==> src/rtl/spi_regport_pkg.sv <==
package spi_regport_pkg;

    localparam int ADDR_W     = 5;
    localparam int DATA_W     = 8;
    localparam int FRAME_BITS = 2 * DATA_W;

    // Host header byte, transmitted MSB first
    typedef struct packed {
        logic              rd;     // 1 = read, 0 = write
        logic [ADDR_W-1:0] addr;
        logic              par;
        logic              spare;
    } hdr_t;

    function automatic logic hdr_parity(input logic rd, input logic [ADDR_W-1:0] addr);
        return ^{rd, addr};
    endfunction

endpackage

==> src/rtl/spi_regport_sync.sv <==
module spi_regport_sync #(
    parameter int             N       = 3,
    parameter int             STAGES  = 2,
    parameter logic [N-1:0]   RST_VAL = '0
) (
    input  logic         clk,
    input  logic         rst,
    input  logic [N-1:0] din,
    output logic [N-1:0] lvl,
    output logic [N-1:0] rise,
    output logic [N-1:0] fall
);

    for (genvar g = 0; g < N; g++) begin : g_bit
        logic [STAGES:0] pipe;

        always_ff @(posedge clk) begin
            if (rst) pipe <= {(STAGES+1){RST_VAL[g]}};
            else     pipe <= {pipe[STAGES-1:0], din[g]};
        end

        assign lvl[g]  = pipe[STAGES-1];
        assign rise[g] = pipe[STAGES-1] & ~pipe[STAGES];
        assign fall[g] = ~pipe[STAGES-1] & pipe[STAGES];
    end

endmodule

==> src/rtl/spi_regport_frame.sv <==
module spi_regport_frame
    import spi_regport_pkg::*;
#(
    parameter int AW = ADDR_W,
    parameter int DW = DATA_W
) (
    input  logic          clk,
    input  logic          rst,
    input  logic          ss_rise,
    input  logic          ss_fall,
    input  logic          sck_rise,
    input  logic          sck_fall,
    input  logic          mosi_s,
    input  logic [DW-1:0] status_in,
    input  logic [DW-1:0] rd_data,
    output logic [AW-1:0] rd_addr,
    output logic          wr_en,
    output logic [AW-1:0] wr_addr,
    output logic [DW-1:0] wr_data,
    output logic          miso,
    output logic          miso_oe,
    output logic          frame_err
);

    localparam int NBITS = 2 * DW;
    localparam int CNT_W = $clog2(NBITS + 2);
    localparam int IDX_W = $clog2(NBITS);
    localparam logic [CNT_W-1:0] CNT_SAT   = CNT_W'(NBITS + 1);
    localparam logic [CNT_W-1:0] CNT_FULL  = CNT_W'(NBITS);
    localparam logic [CNT_W-1:0] ADDR_LAST = CNT_W'(AW);      // 6th edge in progress
    localparam logic [CNT_W-1:0] PAR_EDGE  = CNT_W'(AW + 1);  // 7th edge in progress

    logic             active;
    logic [CNT_W-1:0] fall_cnt, rise_cnt;
    logic [NBITS-1:0] rx;
    logic [DW-1:0]    status_q, rd_q;
    logic [AW-1:0]    addr_q;
    logic             miso_q;

    hdr_t             hdr;
    logic             par_ok, frame_ok;
    logic [NBITS-1:0] tx_word;
    logic [IDX_W-1:0] tx_idx;
    logic             tx_bit;

    assign hdr      = hdr_t'(rx[NBITS-1 -: DW]);
    assign par_ok   = (hdr.par == hdr_parity(hdr.rd, hdr.addr));
    assign frame_ok = (fall_cnt == CNT_FULL) && (hdr.rd || par_ok);

    assign tx_word = {status_q, rd_q};
    assign tx_idx  = IDX_W'(NBITS - 1) - rise_cnt[IDX_W-1:0];
    assign tx_bit  = (rise_cnt < CNT_FULL) ? tx_word[tx_idx] : 1'b0;

    always_ff @(posedge clk) begin
        wr_en     <= 1'b0;
        frame_err <= 1'b0;
        if (rst) begin
            active   <= 1'b0;
            fall_cnt <= '0;
            rise_cnt <= '0;
            rx       <= '0;
            status_q <= '0;
            rd_q     <= '0;
            addr_q   <= '0;
            miso_q   <= 1'b0;
            wr_addr  <= '0;
            wr_data  <= '0;
        end else if (ss_fall) begin
            active   <= 1'b1;
            fall_cnt <= '0;
            rise_cnt <= '0;
            status_q <= status_in;
            rd_q     <= '0;
            miso_q   <= 1'b0;
        end else if (active) begin
            if (ss_rise) begin
                active    <= 1'b0;
                wr_en     <= frame_ok && !hdr.rd;
                frame_err <= !frame_ok;
                wr_addr   <= addr_q;
                wr_data   <= rx[DW-1:0];
            end else begin
                if (sck_fall) begin
                    rx <= {rx[NBITS-2:0], mosi_s};
                    if (fall_cnt != CNT_SAT)
                        fall_cnt <= fall_cnt + 1'b1;
                    if (fall_cnt == ADDR_LAST)
                        addr_q <= {rx[AW-2:0], mosi_s};
                    if (fall_cnt == PAR_EDGE)
                        rd_q <= rd_data;
                end
                if (sck_rise) begin
                    if (rise_cnt != CNT_SAT)
                        rise_cnt <= rise_cnt + 1'b1;
                    miso_q <= tx_bit;
                end
            end
        end
    end

    assign rd_addr = addr_q;
    assign miso    = miso_q;
    assign miso_oe = active;

    AST_OE_FROM_SS: assert property (@(posedge clk) disable iff (rst)
        $rose(miso_oe) |-> $past(ss_fall));
    AST_MISO_ON_RISE: assert property (@(posedge clk) disable iff (rst)
        (!sck_rise && !ss_fall) |=> $stable(miso));
    AST_WR_AT_SS_RISE: assert property (@(posedge clk) disable iff (rst)
        wr_en |-> $past(ss_rise));
    AST_WR_FULL_FRAME: assert property (@(posedge clk) disable iff (rst)
        wr_en |-> ($past(fall_cnt) == CNT_FULL));
    AST_WR_ERR_EXCL: assert property (@(posedge clk) disable iff (rst)
        !(wr_en && frame_err));
    AST_ERR_ONE_CYCLE: assert property (@(posedge clk) disable iff (rst)
        frame_err |=> !frame_err);

endmodule

==> src/rtl/spi_regport_top.sv <==
module spi_regport_top
    import spi_regport_pkg::*;
(
    input  logic              clk,
    input  logic              rst,
    input  logic              ss_n,
    input  logic              sck,
    input  logic              mosi,
    input  logic [DATA_W-1:0] status_in,
    input  logic [DATA_W-1:0] rd_data,
    output logic [ADDR_W-1:0] rd_addr,
    output logic              wr_en,
    output logic [ADDR_W-1:0] wr_addr,
    output logic [DATA_W-1:0] wr_data,
    output logic              miso,
    output logic              miso_oe,
    output logic              frame_err
);

    // bit 0 = ss_n (resets high), bit 1 = sck, bit 2 = mosi
    logic [2:0] s_lvl, s_rise, s_fall;

    spi_regport_sync #(.N(3), .STAGES(2), .RST_VAL(3'b001)) u_sync (
        .clk  (clk),
        .rst  (rst),
        .din  ({mosi, sck, ss_n}),
        .lvl  (s_lvl),
        .rise (s_rise),
        .fall (s_fall)
    );

    spi_regport_frame #(.AW(ADDR_W), .DW(DATA_W)) u_frame (
        .clk       (clk),
        .rst       (rst),
        .ss_rise   (s_rise[0]),
        .ss_fall   (s_fall[0]),
        .sck_rise  (s_rise[1]),
        .sck_fall  (s_fall[1]),
        .mosi_s    (s_lvl[2]),
        .status_in (status_in),
        .rd_data   (rd_data),
        .rd_addr   (rd_addr),
        .wr_en     (wr_en),
        .wr_addr   (wr_addr),
        .wr_data   (wr_data),
        .miso      (miso),
        .miso_oe   (miso_oe),
        .frame_err (frame_err)
    );

endmodule

==> config.mk <==
export PLATFORM = sky130hd
export DESIGN_NAME = spi_regport_top
export DESIGN_NICKNAME = d
export VERILOG_FILES = /design/src/rtl/spi_regport_pkg.sv /design/src/rtl/spi_regport_sync.sv /design/src/rtl/spi_regport_frame.sv /design/src/rtl/spi_regport_top.sv
export SDC_FILE = /design/constraint.sdc
export NUM_CORES = 1
export LEC_CHECK = 0
export BUFFER_PORTS_ARGS = -buffer_cell sky130_fd_sc_hd__buf_2
export CAP_MARGIN = 20
export CORE_ASPECT_RATIO = 0.5
export CORE_MARGIN = 1
export CORE_UTILIZATION = 60
export CTS_CLUSTER_DIAMETER = 50
export CTS_CLUSTER_SIZE = 8
export DETAILED_ROUTE_END_ITERATION = 8
export PLACE_DENSITY = 0.83
export SYNTH_ARGS = -nofsm -noshare
export SYNTH_HDL_FRONTEND = slang
export SYNTH_SLANG_ARGS = --single-unit
==> constraint.sdc <==
create_clock -name clk -period 3.6 [get_ports clk]
set_input_delay 0.54 -clock clk [delete_from_list [all_inputs] [get_ports clk]]
set_output_delay 0.54 -clock clk [all_outputs]
set_load 0.01 [all_outputs]
== After elaboration in Yosys (flattened, before gate mapping) ==
Cells that the tools add are included.
Word-level totals
  flip-flop bits (word level): 72
  input bits: 21
  word-level logic and storage cells: 58
Cells by class
  magnitude comparators: 2
  equality and inequality tests: 6
  multiplexer cells: 6
  add/subtract/negate cells: 3
  bitwise gates (word level): 11
  reduce and logical (&&, ||, !) cells: 15
Operators by type and width (number)
  4-bit AND reduction: 4
  5-bit by 1-bit adder with 5-bit output (second input constant): 2
  5-bit by 3-bit equality test with 1-bit output (second input constant): 2
  5-bit != test (second input constant): 2
  1-bit NOT: 7
  3-bit AND reduction: 2
  6-bit parity: 1
  5-bit equality test (second input constant): 1
  4-bit by 5-bit less-than comparator with 1-bit output (second input constant): 1
  5-bit less-than comparator (second input constant): 1
  1-bit two-way mux: 5
  5-bit AND reduction: 1
  1-bit bitwise AND: 4
  1-bit binary-select mux with 4-bit select: 1
  4-bit OR reduction: 1
  4-bit subtractor (first input constant): 1
  1-bit logical AND: 2
  1-bit logical NOT: 2
  2-bit OR reduction: 1
  1-bit equality test: 1
  1-bit logical OR: 1

== Longest topological paths before layout ==
Gate-level depths: netlist (run 1).
  depth in word-level cells: 5
  depth in mapped cells: 8
  gate-level depth less buffers: 6

== Hierarchy ==
A second synthesis (run 1) with hierarchy kept.
Unflattened totals
  cells, all modules: 312
  area, all modules: 2907.8 µm²
By module, submodules not included
  spi_regport_frame: seq. area each 1281.2 µm², cells each 285, area an instance 2611.3 µm², instances 1
  spi_regport_sync: seq. area each 180.2 µm², cells each 27, area an instance 296.5 µm², instances 1

== Worst setup path after synthesis (run 1) ==
Ideal clock, no wire load.
  kind: reg2reg
  start: register u_sync.g_bit[0].pipe[2]
  end: register u_frame.rd_q[1]
  arrival time: 1419 ps
  clock period less this slack: 1546 ps
  setup time: 127 ps
  stages on the path, launching flop included: 7
  required time: 3473 ps
  path slack: 2054 ps
  cells stage by stage: dfxtp_1 -> inv_1 -> ha_1 -> and4bb_2 -> nand4_2 -> mux2i_1 -> nor2_1
Between the ends
  word-level cells in the longest chain between the ends: 4
  elaborated cells on any way between the ends: 6
  those cells by class: bitwise: 4; reduce/logical: 2
RTL lines
  start, declared: RTL line spi_regport_sync.sv:15  | logic [STAGES:0] pipe;
  start signal, assigned: RTL line spi_regport_sync.sv:18  | if (rst) pipe <= {(STAGES+1){RST_VAL[g]}};
  start signal, assigned: RTL line spi_regport_sync.sv:19  | else pipe <= {pipe[STAGES-1:0], din[g]};
  1-bit NOT: RTL line spi_regport_sync.sv:23  | assign rise[g] = pipe[STAGES-1] & ~pipe[STAGES];
  1-bit bitwise AND: RTL line spi_regport_sync.sv:23
  1-bit NOT (no line)
  4-bit AND reduction (no line)
  end signal, assigned: RTL line spi_regport_frame.sv:90  | rd_q <= rd_data;
  end, declared: RTL line spi_regport_frame.sv:36  | logic [DW-1:0] status_q, rd_q;
Several ways; a longest one is shown, not always the timed one.
A chain may end at the register's enable or synchronous reset.

== Final worst setup path (run 1) ==
  start: register u_sync.g_bit[0].pipe[1]
  end: register u_frame.addr_q[3], in the netlist u_frame.rd_addr[3]
Between the ends
  word-level cells in the longest chain between the ends: 4
  elaborated cells on any way between the ends: 6
  those cells by class: bitwise: 5; reduce/logical: 1
RTL lines
  1-bit NOT: RTL line spi_regport_sync.sv:24  | assign fall[g] = ~pipe[STAGES-1] & pipe[STAGES];
  1-bit bitwise AND: RTL line spi_regport_sync.sv:24
  1-bit NOT (no line)
  5-bit AND reduction (no line) (*)
  end signal, assigned: RTL line spi_regport_frame.sv:88  | addr_q <= {rx[AW-2:0], mosi_s};
  end, declared: RTL line spi_regport_frame.sv:37  | logic [AW-1:0] addr_q;
Mark *: on every way between the ends. The rest lies on a longest branch, timed or not.

==> qor.yml, run 1 <==
timing:
  slew_headroom_pct: 46.64
  period_minus_slack_ps: 2061
  finalSetupViolations: 0
  min_period_over_period_pct: 57.24
  fmax_mhz: 485.3
  drv_slew: 0
  rsz0062_at_grt: "no"
  worstMarginPinSlew_ps: 797.4
  hold-worst-slack_ps: 376.4
  tns_ps: 0
  hold_violations: 0
  finClkSkew_ps: 2.846
global_route:
  grt_pass1_wl_mm: 8.880
  first_global_vias: 1964
  track_usage_pct: 23.03
  grt_antenna_before_repair: 0
  grt_max_degree: 49
  grt_overflow: 0
worst_setup_path:
  crit_required_ps: 3820
  r2r_start: "u_sync.g_bit[0].pipe[1]$_SDFF_PP1_"
  reg2reg_setup_slack_ps: 1540
  crit_type: "reg2reg"
  path_cells: "inv_1 > ha_1 > and4b_1 > nand4_2 > mux2i_1 > nor2_1"
  rr_worst_depth: 6
  slowest_delay_ps: 580
  endpoint_kind: "register"
  cp-start-kind: "register"
  cp_max_fo: 17
  crit_slowest_cell: "and4b_1"
  rr_endpoint: "u_frame.rd_addr[3]$_SDFFE_PP0P_"
  worst-endpoint-arrival_ps: 2280
routing:
  wire_per_inst_microns: 12.54
  drtAntennaViolNets: 0
  drc: 0
  vias_per_cell: 5.148
  via_count: 2126
  top_layer: "met4"
  drt-total-wl_mm: 5.181
  drt_iter0_markers: 77
  wl_met1_mm: 2.388
  firstDrtPassIters: 4
  dr_wl_met3_microns: 225
  wl_met2_mm: 2.531
floorplan:
  initial_core_util_pct: 64.07
  placementRows: 17
  core_sq_mm: 0.004509
  pin_count: 43
  die_h_microns: 51.07
  dieWidth_microns: 100.1
  design.die.area_sq_mm: 0.005113
finish:
  drive_gt1_share_pct: 20.17
  diodes: 0
  multi_input_area_sq_mm: 0.001336
  fin_nets: 371
  final_cell_mix: "dfxtp_1 (72), nand2_1 (60), buf_2 (42)"
  area_growth_pct: 13.17
  fillers: 366
  seqCellArea_sq_mm: 0.001441
  layout_commonest_cell: "dfxtp_1"
power:
  swShare_pct: 21.87
  internal_power_uw: 1088
  powerDensity_mw_per_mm2: 425.9
  p_clk_share_pct: 38.7
  combPwrFrac_pct: 3.2
  seqPwrFrac_pct: 58.1
  power.switching_uw: 304.6
  peakVddDrop_mv: 0.2750
  p_leak_uw: 0.001377
logic_synthesis:
  synthesis.area_sq_mm: 0.002889
  netlist-cell-type-count: 34
  synth_fp_nets: 335
  ys_seq_area_share_pct: 49.89
  syn_area_per_cell_sq_um: 9.441
  ys_ff_latch: 72
  synth_warnings: 0
  synth_cells: 306
clock_network:
  cts_resized: 0
  cts_htree_levels: 3
  cts_tree: "built"
  path_clk_slew_ps: 70
  clk_path_buf_depth: 2
  clk_latency_ps: 340
  clkSinkCount: 72
  cts_root_buf: "clkbuf_8"
  cts_setup_buffers: 0
  cts-hold-fix-buffers: 0
  cts_buffers: 9
placement:
  io_buffer_count: 42
  hpwl_mm: 3.581
  place_congestion: 0.7532
hold_path:
  whs_endpoint: "u_sync.g_bit[0].pipe[0]$_SDFF_PP1_"
  min_path_type: "in2reg"
  worstHoldStart: "ss_n"
  hold_depth: 2
job:
  max_cap_viol_count: 0
run_status:
  outcome: "finished, final reports clean"
==> cell usage after synthesis <==
cell       instances  area [sq um]
mux2i_1           22         220.2
dfxtp_1           72          1441
a211oi_1           1         7.510
nor4b_1            1         8.760
inv_1              7         26.28
clkbuf_1           9         33.78
nand4_2            2         25.02
a21oi_1           30         150.1
ha_1               8         100.1
mux4_2             2         45.04
xnor2_1            5         43.79
nor2b_1            5         31.28
o2111a_1           1         11.26
a31o_2             1         8.760
nand3b_1           2         15.01
and4b_1            1         10.01
a31oi_1            1         6.260
xor2_1             6         52.55
and2_1             1         6.260
and4bb_2           2         25.02
buf_6              1         11.26
buf_2              8         40.04
nand4_1            5         31.28
a311oi_1           1         8.760
nand4bb_1          2         22.52
or2_2              5         31.28
nor3_2             1         10.01
nand2_1           60         225.2
nor2_1            37         138.9
mux4_1             2         52.55
nand3_1            2         10.01
xnor3_1            1         22.52
nor3b_1            1         7.510
nand4b_1           1         8.760
==> per-stage QoR <==
| stage | utilization [%] | cells | power (uW) | setup WS [ps] | area [sq um] |
|---|---|---|---|---|---|
| 2_1_floorplan | - | 306 | 855.3 | 2054 | 2889 |
| 3_3_place_gp | 68.84 | 397 | 869.5 | 1733 | 3104 |
| 3_5_place_dp | 68.84 | 397 | 871.6 | 1582 | 3104 |
| 4_1_cts | 72.50 | 413 | 1409 | 1566 | 3269 |
| 5_1_grt | 72.50 | 413 | 1446 | 1376 | 3269 |
| 6_report | 72.50 | 413 | 1392 | 1539 | 3269 |
==> cells by family after synthesis <==
group | synth area share (%)
and+or+nand+nor | 21.00
DFF | 49.89
AOI/OAI and AO/OA | 6.670
muxes | 11.00
buffers and inverters | 3.855
xor gates and xnor gates | 4.114
adders and majority gates | 3.465
==> registers in the layout (all words and copies together), names as in the netlist <==
signal / cells
u_frame.rx: 16
u_frame.rd_q: 8
u_frame.status_q: 8
u_frame.wr_data: 8
u_sync.g_bit.pipe: 8
u_frame.fall_cnt: 5
u_frame.rd_addr: 5
u_frame.rise_cnt: 5
u_frame.wr_addr: 5
u_frame.frame_err: 1
u_frame.miso: 1
u_frame.miso_oe: 1
u_frame.wr_en: 1
==> how the worst max path moves through the flow <==
| stage | end | slack, ps | start | depth (start not counted) |
|---|---|---|---|---|
| after global placement | u_frame.rd_addr[0]$_SDFFE_PP0P_ | 1730 | u_sync.g_bit[0].pipe[1]$_SDFF_PP1_ | 6 |
| after global routing | u_frame.rd_addr[3]$_SDFFE_PP0P_ | 1380 | u_sync.g_bit[0].pipe[1]$_SDFF_PP1_ | 6 |
| after detailed placement | u_frame.rd_addr[3]$_SDFFE_PP0P_ | 1580 | u_sync.g_bit[0].pipe[1]$_SDFF_PP1_ | 6 |
| after floorplan | u_frame.rd_q[1]$_SDFFE_PP0P_ | 2050 | u_sync.g_bit[0].pipe[2]$_SDFF_PP1_ | 6 |
| after CTS | u_frame.rd_addr[3]$_SDFFE_PP0P_ | 1570 | u_sync.g_bit[0].pipe[1]$_SDFF_PP1_ | 6 |
| final | u_frame.rd_addr[3]$_SDFFE_PP0P_ | 1540 | u_sync.g_bit[0].pipe[1]$_SDFF_PP1_ | 6 |
==> power by group through the flow <==
stage	Combinational (uW)	Sequential [uW]	Clock [uW]
after floorplan	29.7	826	0
after global placement	42.8	827	0
after detailed placement	44.3	827	0
after CTS	44.4	809	556
after global routing	49.4	810	587
final	44.0	809	539
==> metal layers <==
metal | vias up | track usage (%)
li1 | 1092 | -
met1 | 989 | 26.89
met2 | 39 | 39.16
met3 | 6 | 7.798
met4 | 0 | 10.14
met5 | - | 0
==> layout make-up <==
class                      count  share of cell area, %
timing repair buffer          43                  6.659
tap                           66                  2.526
clock inverter                 4                 0.6123
inverter                       7                 0.8037
sequential                    72                  44.09
clock buffer                  12                  4.439
multi-input combinational    209                  40.87
==> critical path, delay by kind of cell, from the launching register on <==
| family | cells | cell delay, ps |
|---|---|---|
| adder cells (fa/ha/maj) | 1 | 290 |
| buffers and inverters | 1 | 60 |
| multiplexers | 1 | 250 |
| flip-flops | 1 | 360 |
| AND/OR/NAND/NOR | 3 | 970 |
No activity file was read; power rests on OpenSTA's default activity.
==> run 2: changes to the inputs <==
Settings changed: CORE_UTILIZATION 60 to 56, PLACE_DENSITY 0.83 to 0.79.
Clock period 3.6 ns to 1.9 ns, I/O delays scaled along.
==> run 2 against run 1 <==
Fmax increased by 19%. Combinational power increased by 93%. Largest cell class unchanged. Sequential cell count unchanged. Final cell count increased by 1.9%. Critical path depth unchanged. Sequential power increased by 89%. Hold slack got worse by 250 ps. Clock skew increased by 5.0 ps. Clock power increased to 2.6 times the previous value. Non-clock buffer count increased by 4. Count of clock-buffer cells in the layout unchanged. Via count increased by 1.9%.
==> qor.yml, run 2 (synthesized netlist as in run 1, its figures left out) <==
run_status:
  outcome: "finished, final reports clean"
clock_network:
  cts_root_buf: "clkbuf_8"
  clk_latency_ps: 340
  path_clk_slew_ps: 80
  clk_path_buf_depth: 2
  clkSinkCount: 72
  cts_htree_levels: 3
  cts_buffers: 9
  cts_resized: 0
  cts_setup_buffers: 0
  cts_tree: "built"
  cts-hold-fix-buffers: 0
timing:
  min_period_over_period_pct: 90.79
  rsz0062_at_grt: "no"
  hold_violations: 0
  finClkSkew_ps: 7.866
  slew_headroom_pct: 67.02
  drv_slew: 0
  fmax_mhz: 579.7
  period_minus_slack_ps: 1725
  tns_ps: 0
  worstMarginPinSlew_ps: 494.8
  finalSetupViolations: 0
worst_setup_path:
  endpoint_kind: "register"
  cp-start-kind: "register"
  worst-endpoint-arrival_ps: 1950
  cp_max_fo: 8
  crit_required_ps: 2120
  crit_type: "reg2reg"
global_route:
  grt_overflow: 0
  grt_max_degree: 54
  first_global_vias: 1913
  grt_pass1_wl_mm: 8.431
  grt_util_met3_pct: 6.832
  track_usage_pct: 20.36
  busiest_layer: "met2"
  met2_usage_pct: 35.68
  grtUsageMet1_pct: 23.06
  grt_antenna_before_repair: 0
finish:
  final_util_pct: 68.49
  layout_commonest_cell: "dfxtp_1"
  largest_reg_flops: 16
  fillers: 408
  seqCellArea_sq_mm: 0.001441
  multi_input_area_sq_mm: 0.001336
  final_cell_mix: "dfxtp_1 (72), nand2_1 (60), buf_2 (42)"
  largest-register: "u_frame.rx"
  diodes: 0
  drive_gt1_share_pct: 21.65
  area_growth_pct: 16.93
  fin_nets: 375
floorplan:
  design.die.area_sq_mm: 0.005468
  die_h_microns: 52.79
  dieWidth_microns: 103.6
  placementRows: 18
  core_sq_mm: 0.004932
  initial_core_util_pct: 58.57
  pin_count: 43
power:
  peakVddDrop_mv: 0.4771
  p_leak_uw: 0.001430
  powerDensity_mw_per_mm2: 891.8
routing:
  wire_per_inst_microns: 12.19
  vias_per_cell: 5.145
  drt_iter0_markers: 84
  via_count: 2166
  drc: 0
  drtAntennaViolNets: 0
  firstDrtPassIters: 5
  drt-total-wl_mm: 5.132
placement:
  hpwl_mm: 3.603
  place_congestion: 0.7903
  io_buffer_count: 42
job:
  max_cap_viol_count: 0
hold_path:
  min_path_type: "in2reg"
[run 2: critical path, cell delays in order, from the launching register on]
cell and delay, ps:
dfxtp_1 330, inv_1 50, ha_1 220, and4bb_2 370, nand4_2 330, mux2i_1 260, nor2_1 50
[run 2: routing by layer]
| layer | share of wire [%] | vias to the layer above |
|---|---|---|
| met1 | 44 | 1008 |
| li1 | - | 1101 |
| met4 | 1.2 | 0 |
| met2 | 49 | 51 |
| met3 | 5.6 | 6 |
| met5 | 0 | - |
[run 2: path summary, 6_finish.rpt]
check	cells after the start	from	to	slack (ps)
setup / recovery	6	u_sync.g_bit[0].pipe[2]$_SDFF_PP1_	u_frame.rd_q[2]$_SDFFE_PP0P_	170
hold reg to reg	1	u_sync.g_bit[0].pipe[0]$_SDFF_PP1_	u_sync.g_bit[0].pipe[1]$_SDFF_PP1_	420
hold / removal	2	ss_n	u_sync.g_bit[0].pipe[0]$_SDFF_PP1_	130
setup reg to reg	6	u_sync.g_bit[0].pipe[2]$_SDFF_PP1_	u_frame.rd_q[2]$_SDFFE_PP0P_	170
[run 2: cell type report]
cell class | count | area share, %
clock buffer | 12 | 4.889
clock inverter | 4 | 2.185
inverter | 7 | 0.7778
multi-input combinational | 209 | 39.56
sequential | 72 | 42.67
tap | 70 | 2.593
timing repair buffer | 47 | 7.333
[run 2: through the flow]
step / setup slack [ps] / hold slack (ps) / total power (uW) / area [sq um] / std cells
after detailed placement: 173.0 / 398.4 / 1654 / 3139 / 405
after CTS: 168.3 / 115.4 / 3043 / 3378 / 421
after floorplan: 353.6 / 388.8 / 1621 / 2889 / 306
final: 174.9 / 128.4 / 3013 / 3378 / 421
after global routing: 32.48 / 111.0 / 3127 / 3378 / 421
after global placement: 273.3 / 405.7 / 1650 / 3139 / 405
[run 2: report_power, final]
part | switching [uW] | internal (uW) | total, uW
clock network | 545 | 849 | 1390
registers | 10.2 | 1520 | 1530
logic | 46.8 | 38.3 | 85.0
==> run 3: changes to the inputs <==
Settings changed: SYNTH_HIERARCHICAL from default to 1.
==> run 3 against run 2 <==
Global-route usage grew 2.0 points. Count of clock-buffer cells in the layout shrank 3. Critical path type unchanged. Final cell count shrank 0.95%. Sequential power is essentially flat. Core utilization grew 3.7 points. Highest routed layer unchanged. Power grew 1.3%.
==> qor.yml, run 3 <==
timing:
  min_period_over_period_pct: 88.74
  finClkSkew_ps: 5.407
  tns_ps: 0
  period_minus_slack_ps: 1686
  drv_slew: 0
  hold_violations: 0
  worstMarginPinSlew_ps: 408.3
  fmax_mhz: 593.1
  finalSetupViolations: 0
  rsz0062_at_grt: "no"
  slew_headroom_pct: 72.42
floorplan:
  initial_core_util_pct: 61.55
  dieWidth_microns: 103.0
  pin_count: 43
  placementRows: 17
  die_h_microns: 52.48
  core_sq_mm: 0.004637
  design.die.area_sq_mm: 0.005403
routing:
  firstDrtPassIters: 4
  drt_iter0_markers: 73
  drtAntennaViolNets: 0
  drc: 0
  drt-total-wl_mm: 5.236
  vias_per_cell: 5.043
  wire_per_inst_microns: 12.56
  via_count: 2103
clock_network:
  cts_buffers: 9
  clk_latency_ps: 340
  path_clk_slew_ps: 70
  cts_htree_levels: 3
  cts-hold-fix-buffers: 0
  clk_path_buf_depth: 2
  cts_resized: 0
  cts_root_buf: "clkbuf_8"
  clkSinkCount: 72
  cts_setup_buffers: 0
  cts_tree: "built"
finish:
  fillers: 354
  area_growth_pct: 17.36
  largest_reg_flops: 16
  final_util_pct: 72.23
  fin_nets: 373
  diodes: 0
  largest-register: "u_frame/rx"
  final_cell_mix: "dfxtp_1 (72), nand2_1 (61), buf_2 (42)"
  layout.cells.non_filler: 417
  layout_commonest_cell: "dfxtp_1"
  drive_gt1_share_pct: 20.23
worst_setup_path:
  cp_max_fo: 8
  path_cells: "mux4_2 > mux2i_1 > a2111oi_1 > a32o_1"
  crit_type: "reg2reg"
  crit_required_ps: 2140
  cp-start-kind: "register"
  r2r_start: "u_frame/rise_cnt[0]$_SDFFE_PP0P_"
  slowest_delay_ps: 560
  endpoint_kind: "register"
  crit_slowest_cell: "mux4_2"
  setup.worst_path.start: "u_frame/rise_cnt[0]$_SDFFE_PP0P_"
  worst-endpoint-arrival_ps: 1920
placement:
  io_buffer_count: 42
  place_congestion: 0.7595
  hpwl_mm: 3.649
  dp.cells: 401
global_route:
  grt_antenna_before_repair: 0
  grt_max_degree: 38
  grt_overflow: 0
  first_global_vias: 2001
  grt_pass1_wl_mm: 8.873
  track_usage_pct: 22.37
logic_synthesis:
  synthesis.area_sq_mm: 0.002854
  syn_area_per_cell_sq_um: 9.327
  synth_warnings: 6
  synth_cells: 306
  synth_fp_nets: 333
run_status:
  outcome: "finished, final reports clean"
power:
  peakVddDrop_mv: 0.5048
  powerDensity_mw_per_mm2: 910.8
  p_leak_uw: 0.001411
  total_power_uw: 3051
hold_path:
  worstHoldStart: "ss_n"
  min_path_type: "in2reg"
job:
  max_cap_viol_count: 0
-- run 3: power by group --
group	switching [uW]	leakage, uW	total, uW	internal, uW
clock	561	0.000119	1430	873
combinational	47.0	0.000709	85.9	38.9
sequential	8.50	0.000582	1530	1520
-- run 3: area by class of cell --
class	instances	area, sq um	share of cell area [%]
Tap cell	66	82.58	2.465
Multi-Input combinational cell	209	1308	39.04
Sequential cell	72	1441	43.03
Clock buffer	9	123.9	3.698
Timing Repair Buffer	47	247.7	7.396
Clock inverter	7	120.1	3.586
Inverter	7	26.28	0.7845
-- run 3: layer usage --
| layer | GRT usage [%] | wire length (microns) | up-vias |
|---|---|---|---|
| met5 | 0 | 0 | - |
| met4 | 5.869 | 25 | 0 |
| met3 | 9.867 | 234 | 4 |
| met2 | 38.89 | 2610 | 41 |
| met1 | 25.38 | 2365 | 960 |
| li1 | - | - | 1098 |
-- run 3: critical path: cells and delay by family, from the launching register on --
kind | cells | cell delay [ps]
compound gates | 2 | 320
mux | 2 | 720
flops | 1 | 550
-- run 3: stage by stage --
step           setup slack (ps)  area, sq um  hold slack [ps]
3_5_place_dp              220.0         3105            397.9
6_report                  214.0         3349            118.3
5_1_grt                   84.01         3349            109.5
2_1_floorplan             376.7         2854            356.6
4_1_cts                   208.9         3349            100.4
3_3_place_gp              287.6         3105            388.7
-- run 3: worst paths after layout --
kind                                   endpoint  slack [ps]  depth (start not counted)
max                   u_frame/miso$_SDFFE_PP0P_         210                          4
min          u_sync/g_bit[0].pipe[0]$_SDFF_PP1_         120                          2
max reg2reg           u_frame/miso$_SDFFE_PP0P_         210                          4
min reg2reg  u_sync/g_bit[0].pipe[1]$_SDFF_PP1_         420                          1
